`config.mk`:
```
export PLATFORM = sky130hd
export DESIGN_NAME = dma_trig_ctrl
export DESIGN_NICKNAME = d
export VERILOG_FILES = /design/src/rtl/dma_trig_pkg.sv /design/src/rtl/dma_trig_sync.sv /design/src/rtl/dma_trig_gate.sv /design/src/rtl/dma_cmpl_sel.sv /design/src/rtl/dma_trig_ctrl.sv
export SDC_FILE = /design/constraint.sdc
export NUM_CORES = 1
export LEC_CHECK = 0
export BUFFER_PORTS_ARGS = -buffer_cell sky130_fd_sc_hd__buf_2
export CAP_MARGIN = 20
export CORE_AREA = 5 5 42 44
export DETAILED_ROUTE_END_ITERATION = 10
export DIE_AREA = 0 0 47 49
export PLACE_DENSITY_LB_ADDON = 0.12
export RECOVER_POWER = 50
export SLEW_MARGIN = 30
export SYNTH_ARGS = -nofsm -noshare
export SYNTH_HDL_FRONTEND = slang
export SYNTH_SLANG_ARGS = --single-unit
export TNS_END_PERCENT = 10
```
`constraint.sdc`:
```
create_clock -name clk -period 2.7 [get_ports clk]
set_input_delay 0 -clock clk [delete_from_list [all_inputs] [get_ports clk]]
set_output_delay 0 -clock clk [all_outputs]
set_load 0.01 [all_outputs]
```
`src/rtl/dma_trig_pkg.sv`:
```
`timescale 1ns/1ps
package dma_trig_pkg;

   typedef enum logic [1:0] {
      POL_OFF_A = 2'b00,
      POL_RISE  = 2'b01,
      POL_FALL  = 2'b10,
      POL_OFF_B = 2'b11
   } trig_pol_e;

   typedef enum logic [1:0] {
      GATE_BLOCK = 2'b00,
      GATE_RBLK  = 2'b01,
      GATE_LINK  = 2'b10,
      GATE_BURST = 2'b11
   } gate_mode_e;

   typedef enum logic [1:0] {
      DONE_BLOCK = 2'b00,
      DONE_RBLK  = 2'b01,
      DONE_LINK  = 2'b10,
      DONE_CHAN  = 2'b11
   } done_mode_e;

   function automatic logic pol_active(trig_pol_e p);
      return (p == POL_RISE) || (p == POL_FALL);
   endfunction

endpackage

```
`src/rtl/dma_trig_sync.sv`:
```
`timescale 1ns/1ps
module dma_trig_sync
   import dma_trig_pkg::*;
#(
   parameter int STAGES = 2
) (
   input  logic      clk,
   input  logic      rst,
   input  logic      din,
   input  trig_pol_e pol,
   output logic      hit
);

   localparam int TOP = STAGES - 1;

   generate
      if (STAGES < 2) begin : g_bad_stages
         $error("dma_trig_sync: STAGES must be at least 2");
      end
   endgenerate

   logic [TOP:0] chain_q;
   logic         prev_q;
   logic         level;

   always_ff @(posedge clk) begin
      if (rst) begin
         chain_q <= '0;
         prev_q  <= 1'b0;
      end else begin
         chain_q <= {chain_q[TOP-1:0], din};
         prev_q  <= chain_q[TOP];
      end
   end

   assign level = chain_q[TOP];

   always_comb begin
      unique case (pol)
         POL_RISE: hit = level & ~prev_q;
         POL_FALL: hit = ~level & prev_q;
         default:  hit = 1'b0;
      endcase
   end

   AST_MASKED_NO_HIT: assert property (@(posedge clk) disable iff (rst)
      !pol_active(pol) |-> !hit);

   AST_HIT_ON_CHANGE: assert property (@(posedge clk) disable iff (rst)
      hit |=> (prev_q != $past(prev_q)));

endmodule

```
`src/rtl/dma_trig_gate.sv`:
```
`timescale 1ns/1ps
module dma_trig_gate
   import dma_trig_pkg::*;
#(
   parameter bit HAS_2D = 1'b1
) (
   input  logic       clk,
   input  logic       rst,
   input  logic       hit,
   input  trig_pol_e  pol,
   input  gate_mode_e mode,
   input  logic       swreq,
   input  logic       req,
   input  logic       blk_first,
   input  logic       rblk_first,
   input  logic       link_first,
   output logic       go
);

   logic rblk_sel;
   logic need_raw;
   logic need;
   logic pend_q;
   logic consume;

   generate
      if (HAS_2D) begin : g_rblk_native
         assign rblk_sel = rblk_first;
      end else begin : g_rblk_fallback
         logic unused_rblk;
         assign unused_rblk = rblk_first;
         assign rblk_sel    = blk_first;
      end
   endgenerate

   always_comb begin
      unique case (mode)
         GATE_BLOCK: need_raw = blk_first;
         GATE_RBLK:  need_raw = rblk_sel;
         GATE_LINK:  need_raw = link_first;
         default:    need_raw = swreq;
      endcase
   end

   assign need    = need_raw & pol_active(pol);
   assign go      = req & (~need | pend_q);
   assign consume = go & need;

   always_ff @(posedge clk) begin
      if (rst) pend_q <= 1'b0;
      else     pend_q <= hit | (pend_q & ~consume);
   end

   AST_HIT_CONSUMED: assert property (@(posedge clk) disable iff (rst)
      consume |=> (!pend_q || $past(hit)));

   AST_HIT_KEPT: assert property (@(posedge clk) disable iff (rst)
      (pend_q && !consume) |=> pend_q);

   AST_GATED_WAITS: assert property (@(posedge clk) disable iff (rst)
      (req && need && !pend_q) |-> !go);

   AST_MASKED_PASS: assert property (@(posedge clk) disable iff (rst)
      (req && !pol_active(pol)) |-> go);

endmodule

```
`src/rtl/dma_cmpl_sel.sv`:
```
`timescale 1ns/1ps
module dma_cmpl_sel
   import dma_trig_pkg::*;
#(
   parameter bit HAS_2D = 1'b1
) (
   input  logic       clk,
   input  logic       rst,
   input  done_mode_e mode,
   input  logic       blk_end,
   input  logic       rblk_end,
   input  logic       link_end,
   input  logic       last_link,
   output logic       evt
);

   logic rblk_src;
   logic fire;

   generate
      if (HAS_2D) begin : g_rend_native
         assign rblk_src = rblk_end;
      end else begin : g_rend_fallback
         logic unused_rend;
         assign unused_rend = rblk_end;
         assign rblk_src    = blk_end;
      end
   endgenerate

   always_comb begin
      unique case (mode)
         DONE_BLOCK: fire = blk_end;
         DONE_RBLK:  fire = rblk_src;
         DONE_LINK:  fire = link_end;
         default:    fire = link_end & last_link;
      endcase
   end

   always_ff @(posedge clk) begin
      if (rst) evt <= 1'b0;
      else     evt <= fire;
   end

   AST_EVT_FROM_STROBE: assert property (@(posedge clk) disable iff (rst)
      evt |-> $past(blk_end || rblk_end || link_end));

   AST_EVT_LAST_ONLY: assert property (@(posedge clk) disable iff (rst)
      (evt && $past(mode) == DONE_CHAN) |-> $past(last_link && link_end));

   AST_EVT_LINK_MODE: assert property (@(posedge clk) disable iff (rst)
      (evt && $past(mode) == DONE_LINK) |-> $past(link_end));

endmodule

```
`src/rtl/dma_trig_ctrl.sv`:
```
`timescale 1ns/1ps
module dma_trig_ctrl
   import dma_trig_pkg::*;
#(
   parameter int SYNC_STAGES = 2,
   parameter bit HAS_2D      = 1'b1
) (
   input  logic       clk,
   input  logic       rst,
   input  logic       trig_in,
   input  logic [1:0] cfg_pol,
   input  logic [1:0] cfg_tmode,
   input  logic [1:0] cfg_cmode,
   input  logic       cfg_swreq,
   input  logic       unit_req,
   input  logic       unit_blk_first,
   input  logic       unit_rblk_first,
   input  logic       unit_link_first,
   input  logic       blk_end,
   input  logic       rblk_end,
   input  logic       link_end,
   input  logic       last_link,
   output logic       unit_go,
   output logic       cmpl_evt
);

   trig_pol_e  pol;
   gate_mode_e tmode;
   done_mode_e cmode;
   logic       hit;

   assign pol   = trig_pol_e'(cfg_pol);
   assign tmode = gate_mode_e'(cfg_tmode);
   assign cmode = done_mode_e'(cfg_cmode);

   dma_trig_sync #(.STAGES(SYNC_STAGES)) u_sync (
      .clk (clk),
      .rst (rst),
      .din (trig_in),
      .pol (pol),
      .hit (hit)
   );

   dma_trig_gate #(.HAS_2D(HAS_2D)) u_gate (
      .clk        (clk),
      .rst        (rst),
      .hit        (hit),
      .pol        (pol),
      .mode       (tmode),
      .swreq      (cfg_swreq),
      .req        (unit_req),
      .blk_first  (unit_blk_first),
      .rblk_first (unit_rblk_first),
      .link_first (unit_link_first),
      .go         (unit_go)
   );

   dma_cmpl_sel #(.HAS_2D(HAS_2D)) u_cmpl (
      .clk       (clk),
      .rst       (rst),
      .mode      (cmode),
      .blk_end   (blk_end),
      .rblk_end  (rblk_end),
      .link_end  (link_end),
      .last_link (last_link),
      .evt       (cmpl_evt)
   );

   AST_GO_NEEDS_REQ: assert property (@(posedge clk) disable iff (rst)
      unit_go |-> unit_req);

   AST_RESET_QUIET: assert property (@(posedge clk)
      $past(rst) |-> !cmpl_evt);

endmodule

```
==> impl_results.md, run 1 <==
- Outcome: completed
- Global Route Usage Sum: 6.42%
- Vertical die dimension: 49 microns
- Worst-margin pin slew: ~0.24 ns
- Final ANT Viol Nets: 0
- Pleak: 0.000224 uW
- Fin crit period: ~1.3 ns
- FILL cells: 174
- Worst IR Drop VDD: 0.000305 V
- Critical Path Source Type: input port
- Slew Limit Fails: 0
- Detailed Place HPWL: 526 microns
- Detailed Route WL: 650 microns
- Syn_area_per_cell: 9.58 sq um
- CP Capture Type: register
- Flop pwr share: 38.4%
- Ports: 20
- Worst Path Required: 2.83 ns
- Final hold vios: 0
- Antenna Cells: 0
- Cell count after synthesis: 29
- Distinct cells, synth: 15
- Setup TNS: 0 ns
- Clock slew at reported path FFs: 0.05 ns
- DRC viols: 0
- Switching pwr: 45.6 uW
- Most common cell after layout, fill and taps aside: buf_2
- Clock power share: 42.2%
- PD cells: between 400 and 500 nW/um^2
- Sequential area share after synthesis: 36.0%
- Area grow syn2layout: 68.0%
- Die Span X: 47 microns
- Max cap viols: 0
- Vias per cell: 4.10
- Share of cells above drive strength 1: between 30 and 40%
- Clock root buffer: clkbuf_4
- H-Tree Depth: 1
- Power share of the combinational group: 19.4%
- Arrival @ worst endpoint: between 1 and 1.5 ns
- Switching fraction of total power: 22.4%
- Ys Warns: 0
- Congestion Overflow GR: 0
- Antenna violations before repair: 0
- First DRT Iteration DRCs: 1
- Post-layout nets: ~80
- Placer congestion estimate: a little under 0.6
- CTS tree: done
- Internal Power: 158 uW
- Initial Util: 19.8%
- Vias in the first global route: about 280
- Syn nets: 49
- Fmax: 0.763 GHz
- RSZ-0062 raised after global routing: no
- Final core utilization: 33.3%
- Largest net degree at the start of global routing: 6
- WS Path Type: in -> reg
- Clock Latency Late Sink: 0.24 ns
- Worst Clk Skew: 0.00322 ns
- Post-Syn Area: 278 sq um
- Final setup vio count: 0
- Pre-Repair DR Iteration Count: 2
- Rel. slew slack: between 80% and 90%
- Most frequent cells in the layout: buf_2 (17), dlygate4sd3_1 (5), dfxtp_1 (5)
- Full die area: 2300 sq um
- First-pass GRT wire length: approximately 1.0 mm
- Final period util: 48.5%
- Worst Hold Class: in -> reg
- Clock sinks: 5
- Max clock buf depth: 2
- Setup Buffers After CTS: 0
- Num CTS Buffers: 3
- Critical path peak fanout: 2
- Vias: 299
- FF+latch count, synth: 5
- I/O Buffers: 19
- Routed len/inst: 8.90 microns
- FP Rows: 14
- Core area: 1400 sq um
synth_stat cells:
master | count | share of area (%)
a22oi_1 | 1 | 2.7
or4bb_1 | 2 | 8.1
and2b_4 | 1 | 3.6
nand3_1 | 1 | 1.8
mux2_1 | 1 | 4.1
inv_1 | 4 | 5.4
nor2_1 | 1 | 1.4
o21a_1 | 2 | 5.4
ha_1 | 2 | 9.0
a31oi_1 | 1 | 2.3
nor2b_1 | 4 | 9.0
o21ai_0 | 1 | 1.8
mux2_2 | 1 | 4.1
dfxtp_1 | 5 | 36
a211oi_1 | 2 | 5.4
worst paths after layout:
kind	from	endpoint	slack, ns	cells past startpoint
hold / removal	unit_req	u_gate.pend_q	0.05	3
hold reg to reg	u_sync.chain_q[0]	u_sync.chain_q[1]	0.43	1
setup reg to reg	u_sync.chain_q[1]	u_gate.pend_q	1.54	3
setup / recovery	cfg_cmode[1]	u_cmpl.evt	1.39	5
registers in the layout, summed over array words and instances (netlist names):
signal / flops
u_cmpl.evt: 1
u_gate.pend_q: 1
u_sync.chain_q: 2
u_sync.prev_q: 1
power by group through the flow:
stage          Clock [uW]  Combinational [uW]  Sequential (uW)
6_report             85.9                39.6             78.3
5_1_grt              99.5                44.8             78.4
4_1_cts              91.8                41.0             78.2
3_5_place_dp            0                35.1             79.6
3_3_place_gp            0                34.7             79.6
2_1_floorplan           0                15.7             80.0
area by class of cell:
cell class	instances	area (sq um)	share of cell area (%)
Inverter	4	15.0	3.22
Clock buffer	4	26.3	5.63
Sequential cell	5	100	21.4
Multi-Input combinational cell	20	163	34.9
Timing Repair Buffer	24	143	30.6
Tap cell	16	20.0	4.29
cell families (layout without fill, tap and decap cells):
group | count (synthesis) | after routing | share of synthesized area, %
compound gates | 7 | 7 | 17.6
simple gates | 9 | 9 | 23.9
buf+inv | 4 | 32 | 5.40
flops | 5 | 5 | 36.0
fa+ha+maj | 2 | 2 | 9.01
mux | 2 | 2 | 8.11
stage by stage:
| step | hold WS (ns) | cell area, sq um | instances | total power, uW | worst slack, ns |
|---|---|---|---|---|---|
| after floorplan | 0.0716 | 278 | 29 | 95.7 | 1.52 |
| after global placement | 0.207 | 393 | 64 | 114 | 1.36 |
| after detailed placement | 0.209 | 393 | 64 | 115 | 1.35 |
| after CTS | 0.0459 | 469 | 73 | 211 | 1.39 |
| after global routing | 0.0401 | 467 | 73 | 223 | 1.32 |
| final | 0.0526 | 467 | 73 | 204 | 1.39 |
worst max-delay path, stage by stage:
cell	delay, ns
dlygate4sd3_1	0.53
buf_2	0.13
a211oi_1	0.16
a211oi_1	0.07
dlygate4sd3_1	0.55
layer usage:
layer / vias to the layer above / share of wire, % / track usage, % / wire [microns]
li1: 158 / - / - / -
met1: 129 / 41 / 6.19 / 267
met2: 12 / 47 / 9.28 / 308
met3: 0 / 11 / 7.01 / 74
met4: 0 / 0 / 1.38 / 0
met5: - / 0 / 0 / 0
timing repair:
item	CTS	global route
hold endpoints to repair	4	0
resized for setup	0	0
hold buffers	5	0
Note: power is estimated with default switching activity, not from simulation.
==> run 2, diff against run 1 <==
- clock period: 2.7 -> 1.3 ns (I/O delays scaled with it)
==> run 2 against run 1 <==
  * Wire length fell by 3.7%
  * Core utilization rose by 0.80 points
  * Clock power rose by 100%
  * Global-route usage rose by 0.20 points
  * Non-clock buffer count rose by 1
  * Largest power group unchanged
==> impl_results.md, run 2 (synthesis gave the netlist of run 1 again) <==
- Worst path cell trace: dlygate4sd3_1, buf_2, nor2b_1, dlygate4sd3_1 (was dlygate4sd3_1, buf_2, a211oi_1, a211oi_1, dlygate4sd3_1)
- Fmax: between 0.8 and 0.9 GHz
- Final period util: about nine tenths
- Final ANT Viol Nets: 0 (unchanged)
- CTS tree: done (unchanged)
- Vias: 303 (was 299)
- Core area: 1400 sq um (unchanged)
- Max clock buf depth: 2 (unchanged)
- Final WS setup: 0.135 ns (was 1.39 ns)
- WS Path Type: in -> reg (unchanged)
- I/O Buffers: 19 (unchanged)
- PD cells: 892 nW/um^2 (was 437 nW/um^2)
- Most common cell after layout, fill and taps aside: buf_2 (unchanged)
- H-Tree Depth: 1 (unchanged)
- Max cap viols: 0 (unchanged)
- Ports: 20 (unchanged)
- Arrival @ worst endpoint: 1.29 ns (was 1.44 ns)
- CP Buf/Inv Count: 3 (unchanged)
- RSZ-0062 raised after global routing: no (unchanged)
- Routed len/inst: 8.46 microns (was 8.90 microns)
- Clock Latency Late Sink: 0.24 ns (about the same)
- Final setup vio count: 0 (unchanged)
- Worst r2r dst: u_gate.pend_q (unchanged)
- Internal Power: 333 uW (was 158 uW)
- Share of cells above drive strength 1: 44.8% (was 38.6%)
- Post-layout nets: 79 (was 78)
- Worst Hold Class: in -> reg (unchanged)
- Num CTS Buffers: 3 (unchanged)
- Fin crit period: 1.16 ns
- Outcome: completed (unchanged)
- Pre-CTS setup slack: -0.0297 ns (was 1.35 ns)
- Detailed Place HPWL: 512 microns (was 526 microns)
- Hold EP: u_cmpl.evt (was u_gate.pend_q)
- Global Route Usage Sum: 6.62% (was 6.42%)
- Clock root buffer: clkbuf_4 (unchanged)
- Antenna violations before repair: 0 (unchanged)
- Critical path peak fanout: 1 (was 2)
- Vias per cell: 4.09 (was 4.10)
- Flop pwr share: 38.2% (was 38.4%)
- Post-route design area: 478 sq um (was 467 sq um)
- Antenna Cells: 0 (unchanged)
- Clock power share: 41.2% (was 42.2%)
- Worst stage delay on the critical path: 0.54 ns (was 0.55 ns)
- Vertical die dimension: 49 microns (unchanged)
- Full die area: 2300 sq um (unchanged)
- DRC viols: 0 (unchanged)
- Die Span X: 47 microns (unchanged)
- Initial Util: 19.8% (unchanged)
- Final hold vios: 0 (unchanged)
- Worst IR Drop VDD: 0.000380 V (was 0.000305 V)
- CP max stage cell: dlygate4sd3_1 (unchanged)
- Detailed Route WL: 626 microns (was 650 microns)
- CP Capture Type: register (unchanged)
- Met2 usage: 8.37% (was 9.28%)
- Placed Area: 408 sq um (was 393 sq um)
- Switching fraction of total power: 21.9% (was 22.4%)
- Rel. slew slack: 87.9% (was 83.9%)
- Largest reg by FF count: u_sync.chain_q (unchanged)
- Hold Path Depth: 3 (unchanged)
- First-pass GRT wire length: 1.02 mm (was 1.04 mm)
- Clock slew at reported path FFs: 0.04 ns (was 0.05 ns)
- Min Hold Slack: 0.0371 ns (was 0.0526 ns)
- Met1 Use GR: 7.27% (was 6.19%)
- Worst Path Required: 1.42 ns (was 2.83 ns)
- Setup slack, reg-to-reg: 0.14 ns (was 1.54 ns)
- Switching pwr: 93.4 uW (was 45.6 uW)
- CP top delay family: buffers and inverters (unchanged)
- Most frequent cells in the layout: buf_2 (18), dfxtp_1 (5), inv_1 (4), nor2b_1 (4), dlygate4sd3_1 (4) (was buf_2 (17), dlygate4sd3_1 (5), dfxtp_1 (5))
- Max FFs per register: 2 (unchanged)
- Worst-margin pin slew: 0.180 ns (was 0.242 ns)
- Clock sinks: 5 (unchanged)
- Pleak: 0.000231 uW (was 0.000224 uW)
- Most numerous cell on the critical path: dlygate4sd3_1
- GR Util met3: 6.64% (was 7.01%)
- R2R cell count: 3 (unchanged)
- Congestion Overflow GR: 0 (unchanged)
- Worst Clk Skew: 0.00420 ns (was 0.00322 ns)
- FP Rows: 14 (unchanged)
- Critical Path Source Type: input port (unchanged)
- Vias in the first global route: 263 (was 284)
- FILL cells: 164 (was 174)
- Largest net degree at the start of global routing: 6 (unchanged)
- RR Startpoint: u_sync.chain_q[1] (unchanged)
- Placer congestion estimate: 0.597 (was 0.578)
- GRT busiest layer: met2 (unchanged)
- First DRT Iteration DRCs: 1 (unchanged)
- Area grow syn2layout: 72.1% (was 68.0%)
- Pre-Repair DR Iteration Count: 3 (was 2)
- Power share of the combinational group: 20.7% (was 19.4%)
- Slew Limit Fails: 0 (unchanged)
- HP Start: link_end (was unit_req)
==> run 2: metal layers <==
metal	part of all wire [%]	wire [microns]
met5	0	0
met4	1.4	9
met3	14	88
met2	47	294
met1	37	233
==> run 2: worst max-delay path by stage <==
| stage | startpoint | end | slack [ns] | cells past startpoint |
|---|---|---|---|---|
| after floorplan | cfg_pol[0] | u_gate.pend_q | 0.12 | 5 |
| after global placement | cfg_pol[0] | u_gate.pend_q | -0.008 | 6 |
| after detailed placement | cfg_pol[0] | u_gate.pend_q | -0.03 | 6 |
| after CTS | cfg_pol[0] | unit_go | 0.10 | 8 |
| after global routing | cfg_pol[0] | unit_go | 0.03 | 8 |
| final | trig_in | u_sync.chain_q[0] | 0.14 | 4 |
==> run 2: stage by stage <==
step | std cells | util [%] | TNS, ns | total power (uW)
floorplan | 29 | - | 0 | 199
global placement | 66 | 29.1 | -0.00830 | 244
detailed placement | 66 | 29.1 | -0.0297 | 244
CTS | 74 | 33.8 | 0 | 440
global route | 74 | 34.1 | 0 | 474
finish | 74 | 34.1 | 0 | 426
==> run 2: worst reg2reg max path, stage by stage, from the launching register on <==
cell	delay [ns]
dfxtp_1	0.31
or4bb_1	0.49
a31oi_1	0.18
o21a_1	0.13
==> run 2: timing repair <==
item	in CTS	in global routing
endpoints found under the hold margin	4	0
setup endpoints to repair	0	1
hold buffers	4	0
resized for setup	0	1
buffers inserted	0	0
==> run 2: power groups by stage <==
| stage | combinational (uW) | clock (uW) | sequential (uW) |
|---|---|---|---|
| 5_1_grt | 100 | 210 | 163 |
| 2_1_floorplan | 32.7 | 0 | 166 |
| 6_report | 88.0 | 175 | 163 |
| 3_3_place_gp | 78.6 | 0 | 165 |
| 4_1_cts | 88.5 | 189 | 163 |
| 3_5_place_dp | 79.1 | 0 | 165 |
==> run 2: cell type report <==
type | count | area (sq um) | share of cell area (%)
clock buffers | 4 | 26.3 | 5.50
repair buffers | 25 | 149 | 31.2
multi-input cells | 20 | 168 | 35.1
well taps | 16 | 20.0 | 4.19
flip-flops and latches | 5 | 100 | 20.9
inverters | 4 | 15.0 | 3.14
==> run 3, diff against run 2 <==
- MAX_ROUTING_LAYER: unset -> met4
==> run 3 against run 2 <==
  * Count of clock-buffer cells in the layout unchanged
  * Sequential power about the same
  * Final cell count did not move
  * Core utilization did not move
  * Via count down 0.66%
  * Largest power group unchanged
==> impl_results.md, run 3 (synthesis gave the netlist of run 1 again) <==
- Final setup vio count: 0 (unchanged)
- First DRT Iteration DRCs: 1 (unchanged)
- Fin crit period: 1.17 ns (was 1.16 ns)
- WS Path Type: in -> reg (unchanged)
- Antenna violations before repair: 0 (unchanged)
- Final period util: 89.7% (was 89.6%)
- Setup Buffers After CTS: 0 (unchanged)
- Ports: 20 (unchanged)
- Worst Path Required: 1.42 ns (about the same)
- Worst IR Drop VDD: 0.000380 V (about the same)
- Core area: 1400 sq um (unchanged)
- Max FFs per register: 2 (unchanged)
- Antenna Cells: 0 (unchanged)
- Placer congestion estimate: 0.601 (was 0.597)
- Share of cells above drive strength 1: 44.8% (unchanged)
- Pleak: 0.000231 uW (unchanged)
- CP Capture Type: register (unchanged)
- Detailed Route WL: 623 microns (was 626 microns)
- Worst Hold Class: in -> reg (unchanged)
- CP Buf/Inv Count: 3 (unchanged)
- First-pass GRT wire length: 1.02 mm (unchanged)
- PD cells: 890 nW/um^2 (was 892 nW/um^2)
- Vertical die dimension: 49 microns (unchanged)
- Initial Util: 19.8% (unchanged)
- Most numerous cell on the critical path: dlygate4sd3_1 (unchanged)
- Worst-margin pin slew: 0.180 ns (unchanged)
- I/O Buffers: 19 (unchanged)
- Outcome: completed (unchanged)
- Placed Area: 408 sq um (unchanged)
- Vias: 301 (was 303)
- Clock Latency Late Sink: 0.24 ns (about the same)
- Max cap viols: 0 (unchanged)
- Clock slew at reported path FFs: 0.04 ns (about the same)
- Pre-Repair DR Iteration Count: 3 (unchanged)
- Routed len/inst: 8.42 microns (was 8.46 microns)
- Num CTS Buffers: 3 (unchanged)
- DRC viols: 0 (unchanged)
- Congestion Overflow GR: 0 (unchanged)
- RSZ-0062 raised after global routing: no (unchanged)
- Worst Clk Skew: 0.00417 ns (was 0.00420 ns)
- Post-layout nets: 79 (unchanged)
- Final WS setup: 0.134 ns (was 0.135 ns)
- Worst stage delay on the critical path: 0.54 ns (about the same)
- Final ANT Viol Nets: 0 (unchanged)
- FP Rows: 14 (unchanged)
- Vias in the first global route: 259 (was 263)
- Global Route Usage Sum: 6.79% (was 6.62%)
- Arrival @ worst endpoint: 1.29 ns (about the same)
- CP max stage cell: dlygate4sd3_1 (unchanged)
- Clock sinks: 5 (unchanged)
- Launch point of the critical path: trig_in (unchanged)
- Pre-CTS setup slack: -0.0297 ns (unchanged)
- Design Power: 425 uW (was 426 uW)
- Post-route design area: 478 sq um (unchanged)
- Area grow syn2layout: 72.1% (unchanged)
- Max clock buf depth: 2 (unchanged)
- Final hold vios: 0 (unchanged)
- Vias per cell: 4.07 (was 4.09)
- Critical path peak fanout: 1 (unchanged)
- Die Span X: 47 microns (unchanged)
- CTS tree: done (unchanged)
- Largest net degree at the start of global routing: 6 (unchanged)
- Setup TNS: 0 ns (unchanged)
- Full die area: 2300 sq um (unchanged)
- Most frequent cells in the layout: buf_2 (18), dfxtp_1 (5), inv_1 (4), nor2b_1 (4), dlygate4sd3_1 (4) (unchanged)
- Fmax: 0.858 GHz (was 0.859 GHz)
- RR Startpoint: u_sync.chain_q[1] (unchanged)
- Largest reg by FF count: u_sync.chain_q (unchanged)
- CP top delay family: buffers and inverters (unchanged)
- Rel. slew slack: 87.9% (unchanged)
- Clock root buffer: clkbuf_4 (unchanged)
- Critical Path Source Type: input port (unchanged)
- Most common cell after layout, fill and taps aside: buf_2 (unchanged)
- Slew Limit Fails: 0 (unchanged)
- HP Start: link_end (unchanged)
- Detailed Place HPWL: 512 microns (unchanged)
- Worst path cell trace: dlygate4sd3_1, buf_2, nor2b_1, dlygate4sd3_1 (unchanged)
- H-Tree Depth: 1 (unchanged)
[run 3: cell counts in the layout (fill, tap and decap cells not counted)]
Identical to the previous run, type by type.
[run 3: through the flow]
step	util (%)	instances	hold slack, ns
floorplan	-	29	0.0716
global placement	29.1	66	0.206
detailed placement	29.1	66	0.205
CTS	33.8	74	0.0334
global route	34.1	74	0.0495
finish	34.1	74	0.0384
[run 3: worst paths after layout]
path,end,slack [ns],cells after the start
min,u_cmpl.evt,0.04,3
min reg2reg,u_sync.chain_q[1],0.43,1
max,u_sync.chain_q[0],0.13,4
max reg2reg,u_gate.pend_q,0.14,3
[run 3: worst min-delay path: cells and delay by family]
kind                   cells  cell delay, ns
AO/OA/AOI/OAI              2            0.14
buffers and inverters      1            0.09
[run 3: power by group]
group | leakage, uW | internal [uW] | switching, uW
Sequential | 0.0000411 | 161 | 2.11
Combinational | 0.000175 | 56.5 | 31.6
Clock | 0.0000150 | 116 | 58.7
[run 3: layout make-up]
class                   count  area (sq um)
clock buffers               4          26.3
inverters                   4          15.0
well taps                  16          20.0
repair buffers             25           149
fillers                   164           923
multi-input cells          20           168
flip-flops and latches      5           100
[run 3: what timing repair did]
item	4_1_cts	5_1_grt
hold buffers	4	0
setup endpoints to repair	0	1
hold endpoints to repair	4	0
gates resized for setup	0	1
[run 3: routing by layer]
metal  up-vias  track usage (%)  routed length [microns]
met5         -                -                        0
met4         0             2.76                        0
met3         0             6.64                       89
met2        13             8.37                      301
met1       129             7.27                      233
li1        159                -                        -
